--- config.mk ---
export PLATFORM = sky130hd
export DESIGN_NAME = tap_isp_port
export DESIGN_NICKNAME = d
export VERILOG_FILES = /design/src/rtl/tap_isp_pkg.sv /design/src/rtl/tap_fsm.sv /design/src/rtl/tap_ir.sv /design/src/rtl/tap_dr.sv /design/src/rtl/tap_isp_port.sv
export SDC_FILE = /design/constraint.sdc
export NUM_CORES = 1
export LEC_CHECK = 0
export ABC_AREA = 1
export BUFFER_PORTS_ARGS = -buffer_cell sky130_fd_sc_hd__buf_2
export CORE_ASPECT_RATIO = 0.7
export CORE_UTILIZATION = 35
export CTS_BUF_LIST = sky130_fd_sc_hd__clkbuf_4 sky130_fd_sc_hd__clkbuf_8
export DETAILED_ROUTE_END_ITERATION = 10
export GPL_TIMING_DRIVEN = 0
export HOLD_SLACK_MARGIN = 0.03
export PLACE_DENSITY = 0.48
export SLEW_MARGIN = 20
export SYNTH_ARGS = -nofsm -noshare
export SYNTH_HDL_FRONTEND = slang
export SYNTH_HIERARCHICAL = 1
export SYNTH_SLANG_ARGS = --single-unit
--- constraint.sdc ---
create_clock -name tck -period 2.6 [get_ports tck]
set_input_delay 0.52 -clock tck [delete_from_list [all_inputs] [get_ports tck]]
set_output_delay 0.52 -clock tck [all_outputs]
set_load 0.02 [all_outputs]
--- src/rtl/tap_isp_pkg.sv ---
package tap_isp_pkg;

  localparam int IR_W = 4;
  localparam int ID_W = 32;

  typedef enum logic [3:0] {
    ST_RESET, ST_IDLE,
    ST_SEL_DR, ST_CAP_DR, ST_SH_DR, ST_EX1_DR, ST_PAU_DR, ST_EX2_DR, ST_UPD_DR,
    ST_SEL_IR, ST_CAP_IR, ST_SH_IR, ST_EX1_IR, ST_PAU_IR, ST_EX2_IR, ST_UPD_IR
  } tap_state_e;

  localparam logic [IR_W-1:0] OP_IDCODE  = 4'b0001;
  localparam logic [IR_W-1:0] OP_BYPASS  = 4'b1111;
  localparam logic [IR_W-1:0] OP_ARM     = 4'b1001;
  localparam logic [IR_W-1:0] OP_ERASE   = 4'b1010;
  localparam logic [IR_W-1:0] OP_PROG    = 4'b1011;
  localparam logic [IR_W-1:0] OP_VERIFY  = 4'b1100;
  localparam logic [IR_W-1:0] IR_CAPTURE = 4'b0001;

  typedef enum logic [1:0] {SEL_BYP, SEL_ID, SEL_ISP} dr_sel_e;

  function automatic dr_sel_e op_to_sel(input logic [IR_W-1:0] op);
    dr_sel_e s;
    case (op)
      OP_IDCODE:                              s = SEL_ID;
      OP_ARM, OP_ERASE, OP_PROG, OP_VERIFY:   s = SEL_ISP;
      default:                                s = SEL_BYP;
    endcase
    return s;
  endfunction

endpackage

--- src/rtl/tap_fsm.sv ---
module tap_fsm
  import tap_isp_pkg::*;
(
  input  logic       tck,
  input  logic       rst_n,
  input  logic       tms,
  output tap_state_e state
);

  tap_state_e state_d;

  always_comb begin
    state_d = state;
    case (state)
      ST_RESET:  state_d = tms ? ST_RESET  : ST_IDLE;
      ST_IDLE:   state_d = tms ? ST_SEL_DR : ST_IDLE;
      ST_SEL_DR: state_d = tms ? ST_SEL_IR : ST_CAP_DR;
      ST_CAP_DR: state_d = tms ? ST_EX1_DR : ST_SH_DR;
      ST_SH_DR:  state_d = tms ? ST_EX1_DR : ST_SH_DR;
      ST_EX1_DR: state_d = tms ? ST_UPD_DR : ST_PAU_DR;
      ST_PAU_DR: state_d = tms ? ST_EX2_DR : ST_PAU_DR;
      ST_EX2_DR: state_d = tms ? ST_UPD_DR : ST_SH_DR;
      ST_UPD_DR: state_d = tms ? ST_SEL_DR : ST_IDLE;
      ST_SEL_IR: state_d = tms ? ST_RESET  : ST_CAP_IR;
      ST_CAP_IR: state_d = tms ? ST_EX1_IR : ST_SH_IR;
      ST_SH_IR:  state_d = tms ? ST_EX1_IR : ST_SH_IR;
      ST_EX1_IR: state_d = tms ? ST_UPD_IR : ST_PAU_IR;
      ST_PAU_IR: state_d = tms ? ST_EX2_IR : ST_PAU_IR;
      ST_EX2_IR: state_d = tms ? ST_UPD_IR : ST_SH_IR;
      ST_UPD_IR: state_d = tms ? ST_SEL_DR : ST_IDLE;
      default:   state_d = ST_RESET;
    endcase
  end

  always_ff @(posedge tck or negedge rst_n) begin
    if (!rst_n) state <= ST_RESET;
    else        state <= state_d;
  end

  // Checker: run of consecutive TMS-high edges, saturating at five.
  logic [2:0] hi_run;
  always_ff @(posedge tck or negedge rst_n) begin
    if (!rst_n)                 hi_run <= '0;
    else if (!tms)              hi_run <= '0;
    else if (hi_run != 3'd5)    hi_run <= hi_run + 3'd1;
  end

  p_tms_escape_r2: assert property (@(posedge tck) disable iff (!rst_n)
    (hi_run == 3'd5) |-> (state == ST_RESET));

endmodule

--- src/rtl/tap_ir.sv ---
module tap_ir
  import tap_isp_pkg::*;
(
  input  logic            tck,
  input  logic            rst_n,
  input  tap_state_e      state,
  input  logic            tdi,
  output logic [IR_W-1:0] ir_q,
  output logic            ir_lsb,
  output logic            armed_q,
  output logic [2:0]      req_q      // {verify, program, erase}
);

  logic [IR_W-1:0] ir_sr;
  logic [2:0]      pend_q;
  logic [2:0]      act_d;
  logic            upd_ir;

  assign upd_ir = (state == ST_UPD_IR);
  assign ir_lsb = ir_sr[0];

  always_comb begin
    act_d = 3'b000;
    if (armed_q) begin
      case (ir_sr)
        OP_ERASE:  act_d = 3'b001;
        OP_PROG:   act_d = 3'b010;
        OP_VERIFY: act_d = 3'b100;
        default:   act_d = 3'b000;
      endcase
    end
  end

  always_ff @(posedge tck or negedge rst_n) begin
    if (!rst_n) begin
      ir_sr   <= IR_CAPTURE;
      ir_q    <= OP_IDCODE;
      armed_q <= 1'b0;
      pend_q  <= 3'b000;
      req_q   <= 3'b000;
    end else begin
      if (state == ST_CAP_IR)     ir_sr <= IR_CAPTURE;
      else if (state == ST_SH_IR) ir_sr <= {tdi, ir_sr[IR_W-1:1]};

      if (state == ST_RESET)      ir_q <= OP_IDCODE;
      else if (upd_ir)            ir_q <= ir_sr;

      if (state == ST_RESET)                armed_q <= 1'b0;
      else if (upd_ir && ir_sr == OP_ARM)   armed_q <= 1'b1;

      pend_q <= upd_ir ? act_d : 3'b000;
      req_q  <= (state == ST_IDLE) ? pend_q : 3'b000;
    end
  end

  p_strobe_onehot_r9: assert property (@(posedge tck) disable iff (!rst_n)
    $onehot0(req_q));
  p_strobe_after_idle_r9: assert property (@(posedge tck) disable iff (!rst_n)
    (|req_q) |-> ($past(state) == ST_IDLE));
  p_strobe_single_r9: assert property (@(posedge tck) disable iff (!rst_n)
    (|req_q) |=> (req_q == 3'b000));
  p_strobe_needs_arm_r10: assert property (@(posedge tck) disable iff (!rst_n)
    (|req_q) |-> armed_q);
  p_reset_disarms_r8: assert property (@(posedge tck) disable iff (!rst_n)
    (state == ST_RESET) |=> !armed_q);

endmodule

--- src/rtl/tap_dr.sv ---
module tap_dr
  import tap_isp_pkg::*;
#(
  parameter int              ROW_W    = 16,
  parameter logic [ID_W-1:0] ID_VALUE = 32'h4B1D_0C57
) (
  input  logic             tck,
  input  logic             rst_n,
  input  tap_state_e       state,
  input  logic             tdi,
  input  logic [IR_W-1:0]  ir_q,
  input  logic             ir_lsb,
  input  logic             armed_q,
  input  logic [ROW_W-1:0] row_rdata,
  output logic [ROW_W-1:0] row_wdata,
  output logic             tdo,
  output logic             tdo_oe
);

  dr_sel_e          sel;
  logic             byp_q;
  logic [ID_W-1:0]  id_sr;
  logic [ROW_W-1:0] isp_sr;
  logic             cap_dr, sh_dr, verify_cap, dr_lsb;

  assign sel        = op_to_sel(ir_q);
  assign cap_dr     = (state == ST_CAP_DR);
  assign sh_dr      = (state == ST_SH_DR);
  assign verify_cap = cap_dr && armed_q && (ir_q == OP_VERIFY);
  assign row_wdata  = isp_sr;

  always_comb begin
    case (sel)
      SEL_ID:  dr_lsb = id_sr[0];
      SEL_ISP: dr_lsb = isp_sr[0];
      default: dr_lsb = byp_q;
    endcase
  end

  always_ff @(posedge tck or negedge rst_n) begin
    if (!rst_n) begin
      byp_q  <= 1'b0;
      id_sr  <= '0;
      isp_sr <= '0;
    end else begin
      if (sel == SEL_BYP) begin
        if (cap_dr)     byp_q <= 1'b0;
        else if (sh_dr) byp_q <= tdi;
      end
      if (sel == SEL_ID) begin
        if (cap_dr)     id_sr <= ID_VALUE;
        else if (sh_dr) id_sr <= {tdi, id_sr[ID_W-1:1]};
      end
      if (sel == SEL_ISP) begin
        if (verify_cap) isp_sr <= row_rdata;
        else if (sh_dr) isp_sr <= {tdi, isp_sr[ROW_W-1:1]};
      end
    end
  end

  always_ff @(negedge tck or negedge rst_n) begin
    if (!rst_n) begin
      tdo    <= 1'b0;
      tdo_oe <= 1'b0;
    end else begin
      tdo_oe <= (state == ST_SH_IR) || sh_dr;
      if (state == ST_SH_IR) tdo <= ir_lsb;
      else if (sh_dr)        tdo <= dr_lsb;
    end
  end

  p_oe_in_shift_r6: assert property (@(posedge tck) disable iff (!rst_n)
    tdo_oe |-> ((state == ST_SH_IR) || (state == ST_SH_DR)));
  p_verify_capture_r11: assert property (@(posedge tck) disable iff (!rst_n)
    verify_cap |=> (isp_sr == $past(row_rdata)));
  p_capture_hold_r11: assert property (@(posedge tck) disable iff (!rst_n)
    (cap_dr && sel == SEL_ISP && !verify_cap) |=> $stable(isp_sr));

endmodule

--- src/rtl/tap_isp_port.sv ---
module tap_isp_port
  import tap_isp_pkg::*;
#(
  parameter int              ROW_W    = 16,
  parameter logic [ID_W-1:0] ID_VALUE = 32'h4B1D_0C57
) (
  input  logic             tck,
  input  logic             por_n,
  input  logic             tms,
  input  logic             tdi,
  output logic             tdo,
  output logic             tdo_oe,
  input  logic [ROW_W-1:0] row_rdata,
  output logic [ROW_W-1:0] row_wdata,
  output logic             erase_req,
  output logic             prog_req,
  output logic             verify_req
);

  logic [1:0]      rst_sync;
  logic            rst_n;
  tap_state_e      state;
  logic [IR_W-1:0] ir_q;
  logic            ir_lsb;
  logic            armed_q;
  logic [2:0]      req_q;

  // Asynchronous assertion, release aligned to TCK.
  always_ff @(posedge tck or negedge por_n) begin
    if (!por_n) rst_sync <= 2'b00;
    else        rst_sync <= {rst_sync[0], 1'b1};
  end
  assign rst_n = rst_sync[1];

  tap_fsm u_fsm (
    .tck   (tck),
    .rst_n (rst_n),
    .tms   (tms),
    .state (state)
  );

  tap_ir u_ir (
    .tck     (tck),
    .rst_n   (rst_n),
    .state   (state),
    .tdi     (tdi),
    .ir_q    (ir_q),
    .ir_lsb  (ir_lsb),
    .armed_q (armed_q),
    .req_q   (req_q)
  );

  tap_dr #(.ROW_W(ROW_W), .ID_VALUE(ID_VALUE)) u_dr (
    .tck       (tck),
    .rst_n     (rst_n),
    .state     (state),
    .tdi       (tdi),
    .ir_q      (ir_q),
    .ir_lsb    (ir_lsb),
    .armed_q   (armed_q),
    .row_rdata (row_rdata),
    .row_wdata (row_wdata),
    .tdo       (tdo),
    .tdo_oe    (tdo_oe)
  );

  assign erase_req  = req_q[0];
  assign prog_req   = req_q[1];
  assign verify_req = req_q[2];

endmodule

### Word level (Yosys, flattened, before mapping)

Index checks and enable logic that the tools add are counted.
Widths: inputs -> output; s select.

| word-level totals | value |
|---|---|
| bits in registers | 72 |
| bits of input ports | 20 |
| output and inout port bits | 21 |
| logic and storage cells | 90 |

| operators by class | value |
|---|---|
| eq/ne operators | 26 |
| multiplexer cells | 33 |
| reductions and logical operators | 19 |

Operator list:

| cell | number |
|---|---|
| $eq 4x4->1 const B | 16 |
| $mux 32 | 2 |
| $pmux 4 s12 | 1 |
| $mux 16 | 2 |
| $mux 4 | 8 |
| $eq 4x3->1 const B | 4 |
| $mux 3 | 5 |
| $reduce_bool 2->1 | 6 |
| $mux 1 | 9 |
| $pmux 3 s3 | 1 |
| $eq 4x1->1 const B | 2 |
| $eq 4x2->1 const B | 2 |
| $mux 2 | 3 |
| $reduce_and 2->1 | 3 |
| $logic_not 4->1 | 1 |
| $pmux 2 s2 | 1 |
| $reduce_or 2->1 | 2 |
| $reduce_or 4->1 | 1 |
| $logic_and 1x1->1 | 3 |
| $reduce_or 3->1 | 1 |
| $eq 2x1->1 const B | 1 |
| $eq 2x2->1 const B | 1 |
| $logic_not 2->1 | 1 |
| $pmux 1 s2 | 1 |
| $logic_or 1x1->1 | 1 |

### Longest topological paths before layout

Gate-level depths: netlist (run 1).

| logic depth | value |
|---|---|
| depth after elaboration | 7 |
| mapped depth | 11 |
| depth with buffers taken out | 11 |

### Cells and area by module

Netlist (run 1), hierarchy kept.

Modules (own cells, without submodules):

| module | times used | cells each | area an instance (sq um) | sequential area each (sq um) |
|---|---|---|---|---|
| tap_dr | 1 | 304 | 2478.6 | 1276.2 |
| tap_ir | 1 | 72 | 645.6 | 377.9 |
| tap_fsm | 1 | 61 | 350.3 | 100.1 |
| tap_isp_port | 1 | 3 | 53.8 | 50.0 |

==> flow_metrics.env, run 1 <==
export IMPL_root_buffer="clkbuf_8"
export IMPL_synth_edff_count=0
export IMPL_synth_area_sq_um=3530
export IMPL_syn_nets=463
export IMPL_clk_pin_slew_ns=0.07
export IMPL_cp_start_kind="flop"
export IMPL_cp_max_fo=4
export IMPL_io_pins=41
export IMPL_status="finished with violations"
export IMPL_cts_tree="yes"
export IMPL_drt_initial_drc_count=115
export IMPL_wl_per_cell_um=11.8
export IMPL_finalSetupViolations=3
export IMPL_hold_path_class="flop to asynchronous set/reset pin"
export IMPL_drcViolationCount=0
export IMPL_crit_buf_inv=2
export IMPL_setup_tns_final_ns=-0.525
export IMPL_synth_seq_area_share_pct=51.1
export IMPL_nNetsFinal=518
export IMPL_cts_buffer_depth=2
export IMPL_crit_chain="inv_2 > nor4_4 > inv_2 > ha_4 > a21oi_2 > nand3b_1 > nand3_1 > nand2_1"
export IMPL_syn_inst=440
export IMPL_core_sq_um=9760
export IMPL_dpl_cell_area_sq_um=3940
export IMPL_port_buffer_count=40
export IMPL_placedCellCount=609
export IMPL_slew_viol_final=0
export IMPL_drive_above_1_share_pct=23.4
export IMPL_yosysUniqueCellTypes=36
export IMPL_hold_ws_ns=0.291
export IMPL_leakagePower_nw=2.12
export IMPL_cp_slowest_cell="dfstp_2"
export IMPL_gr_usage_all_layers_pct=15.6
export IMPL_hpwl_mm=5.05
export IMPL_synth_async_reset_ratio_pct=100
export IMPL_violations="negative setup slack"
export IMPL_arrival_ns=1.83
export IMPL_reg2reg_to="u_dr/tdo$_DFFE_NN0P_"
export IMPL_final_cell_area_sq_um=4200
export IMPL_skew_ns=0.0121
export IMPL_fin_ws_ns=-0.349
export IMPL_ys_seq_elements=72
export IMPL_clock_latency_ns=0.34
export IMPL_multi_input_area_sq_um=1520
export IMPL_rows=30
export IMPL_viasPerCell=4.57
export IMPL_final_cell_count_no_fill=628
export IMPL_synthFlopType="dfrtp_1"
export IMPL_fill_cells=1009
export IMPL_synth_warnings=6
export IMPL_grt_pass1_wl_mm=12.6
export IMPL_crit_family="flip-flops"
export IMPL_initial_core_util_pct=36.2
export IMPL_syn_avg_cell_area_sq_um=8.02
export IMPL_clock_sinks=72
export IMPL_critPathMaxStageDelay_ns=0.57
export IMPL_vdd_drop_max_uv=415
export IMPL_required_ns=1.48
export IMPL_wl_mm=7.43
export IMPL_cp_end_kind="flop"
export IMPL_grt_pass1_vias=2572
export IMPL_hold_viol_final=0
export IMPL_first_pass_iters=4
export IMPL_grt_ovfl_total=0
export IMPL_drv_cap=0
export IMPL_grt_max_degree=37
export IMPL_dieArea_sq_um=10500
export IMPL_utilization_pct=43.0
export IMPL_area_growth_syn_to_layout_pct=18.9
export IMPL_reg2reg_from="u_ir/ir_q[0]$_DFFE_PN1P_"
export IMPL_worst_r2r_cell_count=8
export IMPL_gp_congestion=0.833
export IMPL_die_x_um=122
export IMPL_crit_top_cell="inv_2"
export IMPL_ant_nets=0
export IMPL_rsz0062_at_grt="true"
export IMPL_ff_latch_area_sq_um=1810
export IMPL_cts_htree_levels=3
export IMPL_num_vias=2870
export IMPL_cts_buffers=9
export IMPL_antenna_cells=0
export IMPL_antenna_found_initial=0
export IMPL_reg2reg_slack_ns=-0.35
export IMPL_die_height_um=86.0
export IMPL_critPathKind="flop to flop"
export IMPL_power_density_nw_per_um2=1070
## final cells by class
type,count,area share (%)
well taps,128,3.82
multi-input cells,324,36.3
inverters,30,2.74
clock buffers,13,3.97
plain buffers,14,2.95
repair buffers,44,6.14
clock inverters,3,0.954
flip-flops and latches,72,43.1
## through the flow
stage	worst slack, ns	total power (W)
2_1_floorplan	-0.229	0.00309
3_3_place_gp	-0.368	0.00354
3_5_place_dp	-0.363	0.00356
4_1_cts	-0.363	0.00452
5_1_grt	-0.451	0.00489
6_report	-0.349	0.00448
## where the power goes
part / total (W) / switching (W) / internal [W] / leakage (nW)
clock: 0.000913 / 0.000399 / 0.000515 / 0.110
combinational: 0.00172 / 0.00106 / 0.000657 / 1.10
sequential: 0.00185 / 0.000341 / 0.00151 / 0.910
total: 0.00448 / 0.00180 / 0.00268 / 2.12
## worst max-delay path by stage
stage | start | depth (start not counted) | end
after floorplan | u_ir/ir_q[0]$_DFFE_PN1P_ | 8 | u_dr/tdo$_DFFE_NN0P_
after global placement | u_ir/ir_q[0]$_DFFE_PN1P_ | 9 | u_dr/tdo$_DFFE_NN0P_
after detailed placement | u_ir/ir_q[0]$_DFFE_PN1P_ | 8 | u_dr/tdo$_DFFE_NN0P_
after CTS | u_ir/ir_q[0]$_DFFE_PN1P_ | 8 | u_dr/tdo$_DFFE_NN0P_
after global routing | u_ir/ir_q[0]$_DFFE_PN1P_ | 8 | u_dr/tdo$_DFFE_NN0P_
final | u_ir/ir_q[0]$_DFFE_PN1P_ | 8 | u_dr/tdo$_DFFE_NN0P_
## layer usage
layer | wire length [um] | GRT usage (%)
met1 | 3910 | 22.0
met2 | 3090 | 22.6
met3 | 340 | 4.99
met4 | 84 | 5.05
met5 | 0 | 0
## kinds of logic (layout without fill, tap and decap cells)
logic type                 after synthesis  after routing  synth area share [%]
other                                    1              1                 0.106
buffers and inverters                   44            104                  6.77
DFF                                     72             72                  51.1
adders and majority gates                3              3                  1.06
AOI/OAI and AO/OA                       49             49                  7.62
and+or+nand+nor                        271            271                  33.3
## worst register-to-register path, stage by stage, from the launching register on
cell	delay (ns)
dfstp_2	0.57
inv_2	0.05
nor4_4	0.20
inv_2	0.09
ha_4	0.28
a21oi_2	0.03
nand3b_1	0.14
nand3_1	0.07
nand2_1	0.05
## layout by cell type, fill, tap and decap left out, drive strengths merged
master | netlist | layout
o211ai | 1 | 1
dfrtp | 68 | 68
nand4 | 3 | 3
bufinv | 0 | 1
clkinv | 1 | 3
nand3 | 14 | 14
dfrtn | 2 | 2
nor2 | 39 | 39
nor3 | 2 | 2
o21ai | 41 | 41
conb | 1 | 1
dlygate4sd3 | 0 | 1
or2 | 2 | 2
o21bai | 1 | 1
nand2 | 208 | 208
dfstp | 2 | 2
a21oi | 6 | 6
nand3b | 2 | 2
inv | 29 | 29
buf | 14 | 57
clkbuf | 0 | 13
ha | 3 | 3
nor4 | 1 | 1
## cells in the mapped netlist (2+ instances only)
cell type | n | area [sq um]
nand3b_1 | 2 | 15.0
nor2_2 | 5 | 31.3
buf_4 | 4 | 30.0
nand4_1 | 3 | 18.8
nor2_1 | 30 | 113
a21oi_1 | 5 | 25.0
nor3_1 | 2 | 10.0
o21ai_0 | 2 | 10.0
dfrtn_1 | 2 | 50.1
nand3_1 | 12 | 60.1
buf_2 | 3 | 15.0
ha_1 | 3 | 37.5
dfstp_2 | 2 | 52.6
o21ai_1 | 37 | 185
buf_6 | 7 | 78.8
nor2_4 | 2 | 22.5
dfrtp_1 | 68 | 1700
nor2_8 | 2 | 40.0
inv_1 | 21 | 78.8
nand2_2 | 6 | 37.5
nand2_1 | 199 | 747
inv_2 | 7 | 26.3
nand2_4 | 3 | 33.8
## state kept, by name, indices dropped and copies added, names as in the netlist
name            cells
u_ir/req_q          3
u_dr/row_wdata     16
u_ir/armed_q        1
u_dr/tdo            1
u_dr/byp_q          1
u_dr/tdo_oe         1
u_ir/ir_q           4
u_dr/id_sr         32
u_ir/pend_q         3
rst_sync            2
u_fsm/state         4
u_ir/ir_sr          4
## what timing repair did
item / in CTS / in global routing
setup buffers: 1 / 1
endpoints found under the setup margin: 3 / 3
gates resized for setup: 4 / 5
hold buffers: 1 / 0
hold endpoints to repair: 2 / 0
pin swaps: 1 / 1
Note: power is estimated with default switching activity, not from simulation.
==> run 2: changes to the inputs <==
--- a/config.mk
+++ b/config.mk
@@ -14,6 +14,7 @@
 export GPL_TIMING_DRIVEN = 0
 export HOLD_SLACK_MARGIN = 0.03
 export PLACE_DENSITY = 0.48
+export SKIP_LAST_GASP = 1
 export SLEW_MARGIN = 20
 export SYNTH_ARGS = -nofsm -noshare
 export SYNTH_HDL_FRONTEND = slang
==> flow_metrics.env, run 2 (same netlist as run 1, synthesis figures left out) <==
export IMPL_clk_pin_slew_ns=0.07
export IMPL_wl_per_cell_um=11.8
export IMPL_final_cell_area_sq_um=4190
export IMPL_finalPower_w=0.00448
export IMPL_grt_util_met3_pct=4.99
export IMPL_skew_ns=0.0121
export IMPL_dp_slack_ns=-0.363
export IMPL_clock_latency_ns=0.34
export IMPL_slew_viol_final=0
export IMPL_grt_pass1_vias=2572
export IMPL_cts_htree_levels=3
export IMPL_ant_nets=0
export IMPL_use_met2_pct=22.6
export IMPL_fin_ws_ns=-0.356
export IMPL_hpwl_mm=5.05
export IMPL_viasPerCell=4.57
export IMPL_power_density_nw_per_um2=1070
export IMPL_layout_common_cells="198 x nand2_1, 66 x dfrtp_1, 41 x buf_2"
export IMPL_wl_mm=7.41
export IMPL_fill_cells=1005
export IMPL_dieArea_sq_um=10500
export IMPL_dpl_cell_area_sq_um=3940
export IMPL_leakagePower_nw=2.12
export IMPL_grt_met1_usage_pct=22.0
export IMPL_cts_buffers=9
export IMPL_antenna_found_initial=0
export IMPL_area_growth_syn_to_layout_pct=18.8
export IMPL_rows=30
export IMPL_hold_path_class="flop to asynchronous set/reset pin"
export IMPL_root_buffer="clkbuf_8"
export IMPL_cts_tree="yes"
export IMPL_clock_sinks=72
export IMPL_hold_viol_final=0
export IMPL_grt_max_degree=37
export IMPL_grt_ovfl_total=0
export IMPL_finalSetupViolations=3
export IMPL_drt_initial_drc_count=119
export IMPL_initial_core_util_pct=36.2
export IMPL_gr_usage_all_layers_pct=15.6
export IMPL_gp_congestion=0.833
export IMPL_core_sq_um=9760
export IMPL_status="finished with violations"
export IMPL_required_ns=1.48
export IMPL_vdd_drop_max_uv=415
export IMPL_io_pins=41
export IMPL_regMostFlops="u_dr/id_sr"
export IMPL_arrival_ns=1.84
export IMPL_critPathKind="flop to flop"
export IMPL_port_buffer_count=40
export IMPL_drive_above_1_share_pct=23.0
export IMPL_die_x_um=122
export IMPL_cts_buffer_depth=2
export IMPL_cp_start_kind="flop"
export IMPL_nNetsFinal=518
export IMPL_rsz0062_at_grt="true"
export IMPL_drcViolationCount=0
export IMPL_largest_reg_flops=32
export IMPL_cp_end_kind="flop"
export IMPL_violations="negative setup slack"
export IMPL_cp_max_fo=4
export IMPL_layout_commonest_cell="nand2_1"
export IMPL_antenna_cells=0
export IMPL_num_vias=2871
export IMPL_die_height_um=86.0
export IMPL_top_usage_layer="met2"
export IMPL_drv_cap=0
export IMPL_grt_pass1_wl_mm=12.6
export IMPL_first_pass_iters=4
run 2: cell counts in the layout (fill, tap and decap cells not counted):
No cell type changed its count.
run 2: metal layers:
layer / part of all wire, % / vias up
met5: 0 / -
met4: 1.1 / 0
met3: 5.1 / 7
met2: 41 / 56
met1: 52 / 1324
li1: - / 1484
run 2: area by class of cell:
class                   instances  area [sq um]  share of cell area (%)
clock buffers                  13           166                    3.97
well taps                     128           160                    3.82
multi-input cells             324          1520                    36.2
plain buffers                  14           124                    2.96
repair buffers                 44           258                    6.15
flip-flops and latches         72          1810                    43.2
clock inverters                 3          40.0                   0.956
inverters                      30           115                    2.75
run 2: critical path: stages (launching register included):
cell and delay, ns:
dfstp_2 0.57, inv_2 0.05, nor4_4 0.21, inv_2 0.09, ha_4 0.27, a21oi_1 0.03
nand3b_1 0.15, nand3_1 0.07, nand2_1 0.05
run 2: metrics by stage:
step	hold slack, ns	utilization [%]	setup TNS, ns	instances
global route	0.351	42.9	-0.741	628
global placement	0.306	40.2	-1.08	608
floorplan	0.224	-	-0.229	440
CTS	0.322	42.8	-0.585	627
detailed placement	0.308	40.4	-0.363	609
finish	0.292	42.9	-0.532	628
run 2: where the power goes:
| part | internal, W | switching (W) | total (W) |
|---|---|---|---|
| clock network | 0.000515 | 0.000399 | 0.000914 |
| registers | 0.00151 | 0.000339 | 0.00185 |
| logic | 0.000653 | 0.00106 | 0.00171 |
run 2: repair_timing:
item / CTS / global route
endpoints found under the hold margin: 2 / 0
endpoints found under the setup margin: 3 / 3
setup buffers: 1 / 1
pin swaps: 1 / 1
hold buffers: 1 / 0
resized for setup: 4 / 3
run 2: final timing paths:
kind | end | start | cells after the start | slack (ns)
min in group tck | rst_sync[1]$_DFF_PN0_ | rst_sync[0]$_DFF_PN0_ | 0 | 0.36
worst max-delay path | u_dr/tdo$_DFFE_NN0P_ | u_ir/ir_q[0]$_DFFE_PN1P_ | 8 | -0.36
worst min register to register | u_dr/id_sr[28]$_DFFE_PN0P_ | rst_sync[1]$_DFF_PN0_ | 0 | 0.29
max in group asynchronous | u_dr/tdo_oe$_DFF_NN0_ | rst_sync[1]$_DFF_PN0_ | 1 | 0.52
worst max register to register | u_dr/tdo$_DFFE_NN0P_ | u_ir/ir_q[0]$_DFFE_PN1P_ | 8 | -0.36
worst min-delay path | u_dr/id_sr[28]$_DFFE_PN0P_ | rst_sync[1]$_DFF_PN0_ | 0 | 0.29
==> run 3: changes to the inputs <==
==> constraint.sdc (replaced) <==
create_clock -name tck -period 3.7 [get_ports tck]
set_input_delay 0.74 -clock tck [delete_from_list [all_inputs] [get_ports tck]]
set_output_delay 0.74 -clock tck [all_outputs]
set_load 0.02 [all_outputs]
==> flow_metrics.env, run 3 (same netlist as run 1, synthesis figures left out) <==
export IMPL_drv_cap=0
export IMPL_first_pass_iters=4
export IMPL_fin_ws_ns=0.143
export IMPL_layout_commonest_cell="nand2_1"
export IMPL_clock_latency_ns=0.35
export IMPL_die_x_um=122
export IMPL_largest_reg_flops=32
export IMPL_viasPerCell=4.58
export IMPL_final_cell_area_sq_um=4170
export IMPL_placedCellCount=609
export IMPL_grt_max_degree=43
export IMPL_io_pins=41
export IMPL_leakagePower_nw=2.11
export IMPL_hpwl_mm=5.08
export IMPL_ant_nets=0
export IMPL_clock_sinks=72
export IMPL_gp_congestion=0.786
export IMPL_status="complete, no violations"
export IMPL_required_ns=2.04
export IMPL_arrival_ns=1.89
export IMPL_cts_buffer_depth=2
export IMPL_cts_tree="yes"
export IMPL_clk_pin_slew_ns=0.08
export IMPL_reg2reg_from="u_ir/ir_q[0]$_DFFE_PN1P_"
export IMPL_drt_initial_drc_count=155
export IMPL_wl_mm=7.43
export IMPL_critPathKind="flop to flop"
export IMPL_grt_pass1_wl_mm=12.9
export IMPL_hold_path_class="primary input to asynchronous set/reset pin"
export IMPL_grt_ovfl_total=0
export IMPL_reg2reg_slack_ns=0.14
export IMPL_rows=30
export IMPL_cp_max_fo=4
export IMPL_cts_htree_levels=3
export IMPL_num_vias=2867
export IMPL_initial_core_util_pct=36.2
export IMPL_grt_pass1_vias=2691
export IMPL_utilization_pct=42.7
export IMPL_regMostFlops="u_dr/id_sr"
export IMPL_core_sq_um=9760
export IMPL_power_density_nw_per_um2=762
export IMPL_slew_viol_final=0
export IMPL_hold_viol_final=0
export IMPL_die_height_um=86.0
export IMPL_cp_end_kind="flop"
export IMPL_layout_common_cells="199 x nand2_1, 67 x dfrtp_1, 43 x buf_2"
export IMPL_dpl_cell_area_sq_um=3920
export IMPL_cp_start_kind="flop"
export IMPL_port_buffer_count=40
export IMPL_finalSetupViolations=0
export IMPL_cts_buffers=9
export IMPL_skew_ns=0.0197
export IMPL_crit_start="u_ir/ir_q[0]$_DFFE_PN1P_"
export IMPL_final_cell_count_no_fill=626
export IMPL_dp_slack_ns=-0.0907
export IMPL_area_growth_syn_to_layout_pct=18.2
export IMPL_holdBufCountCts=0
export IMPL_nNetsFinal=516
export IMPL_rsz0062_at_grt="false"
export IMPL_antenna_found_initial=0
export IMPL_drcViolationCount=0
export IMPL_vdd_drop_max_uv=203
export IMPL_antenna_cells=0
export IMPL_wl_per_cell_um=11.9
export IMPL_root_buffer="clkbuf_8"
export IMPL_dieArea_sq_um=10500
export IMPL_gr_usage_all_layers_pct=16.0
export IMPL_drive_above_1_share_pct=21.9
export IMPL_setup_tns_final_ns=0
## run 3: area by class of cell
cell class,instances,area [sq um]
multi-input cells,324,1500
repair buffers,42,235
inverters,30,115
clock buffers,11,145
clock inverters,5,80.1
fillers,1001,5590
plain buffers,14,124
flip-flops and latches,72,1810
well taps,128,160
## run 3: per-layer routing
metal  up-vias  track usage, %  share of wire, %
met2        71            22.9                40
met4         0            6.17               1.1
met3         9            4.39               5.9
li1       1480               -                 -
met1      1307            22.6                53
met5         -               0                 0
## run 3: path summary, 6_finish.rpt
| path | end | cells past startpoint |
|---|---|---|
| max | u_dr/tdo$_DFFE_NN0P_ | 8 |
| max in group asynchronous | u_dr/tdo$_DFFE_NN0P_ | 0 |
| min | rst_sync[1]$_DFF_PN0_ | 1 |
| min reg2reg | u_dr/row_wdata[7]$_DFFE_PN0P_ | 0 |
| max reg2reg | u_dr/tdo$_DFFE_NN0P_ | 8 |
| min in group tck | rst_sync[1]$_DFF_PN0_ | 0 |
## run 3: timing repair
item / in CTS / in global routing
buffers inserted: 0 / 1
pin swaps: 0 / 1
endpoints found under the setup margin: 1 / 1
gates resized for setup: 2 / 1
## run 3: power breakdown
group / switching (W) / internal, W
Sequential: 0.000232 / 0.00106
Combinational: 0.000739 / 0.000445
Clock: 0.000295 / 0.000404
Total: 0.00127 / 0.00191
## run 3: per-stage QoR
stage / hold WS (ns) / power [W]
2_1_floorplan: 0.331 / 0.00215
3_3_place_gp: 0.337 / 0.00246
3_5_place_dp: 0.275 / 0.00248
4_1_cts: 0.135 / 0.00321
5_1_grt: 0.135 / 0.00346
6_report: 0.155 / 0.00318
## run 3: critical path, cell delays in order (launching register included)
cell      delay, ns
dfstp_2        0.56
inv_1          0.07
nor4_4         0.17
inv_1          0.10
ha_2           0.33
a21oi_1        0.04
nand3b_1       0.16
nand3_1        0.07
nand2_1        0.05
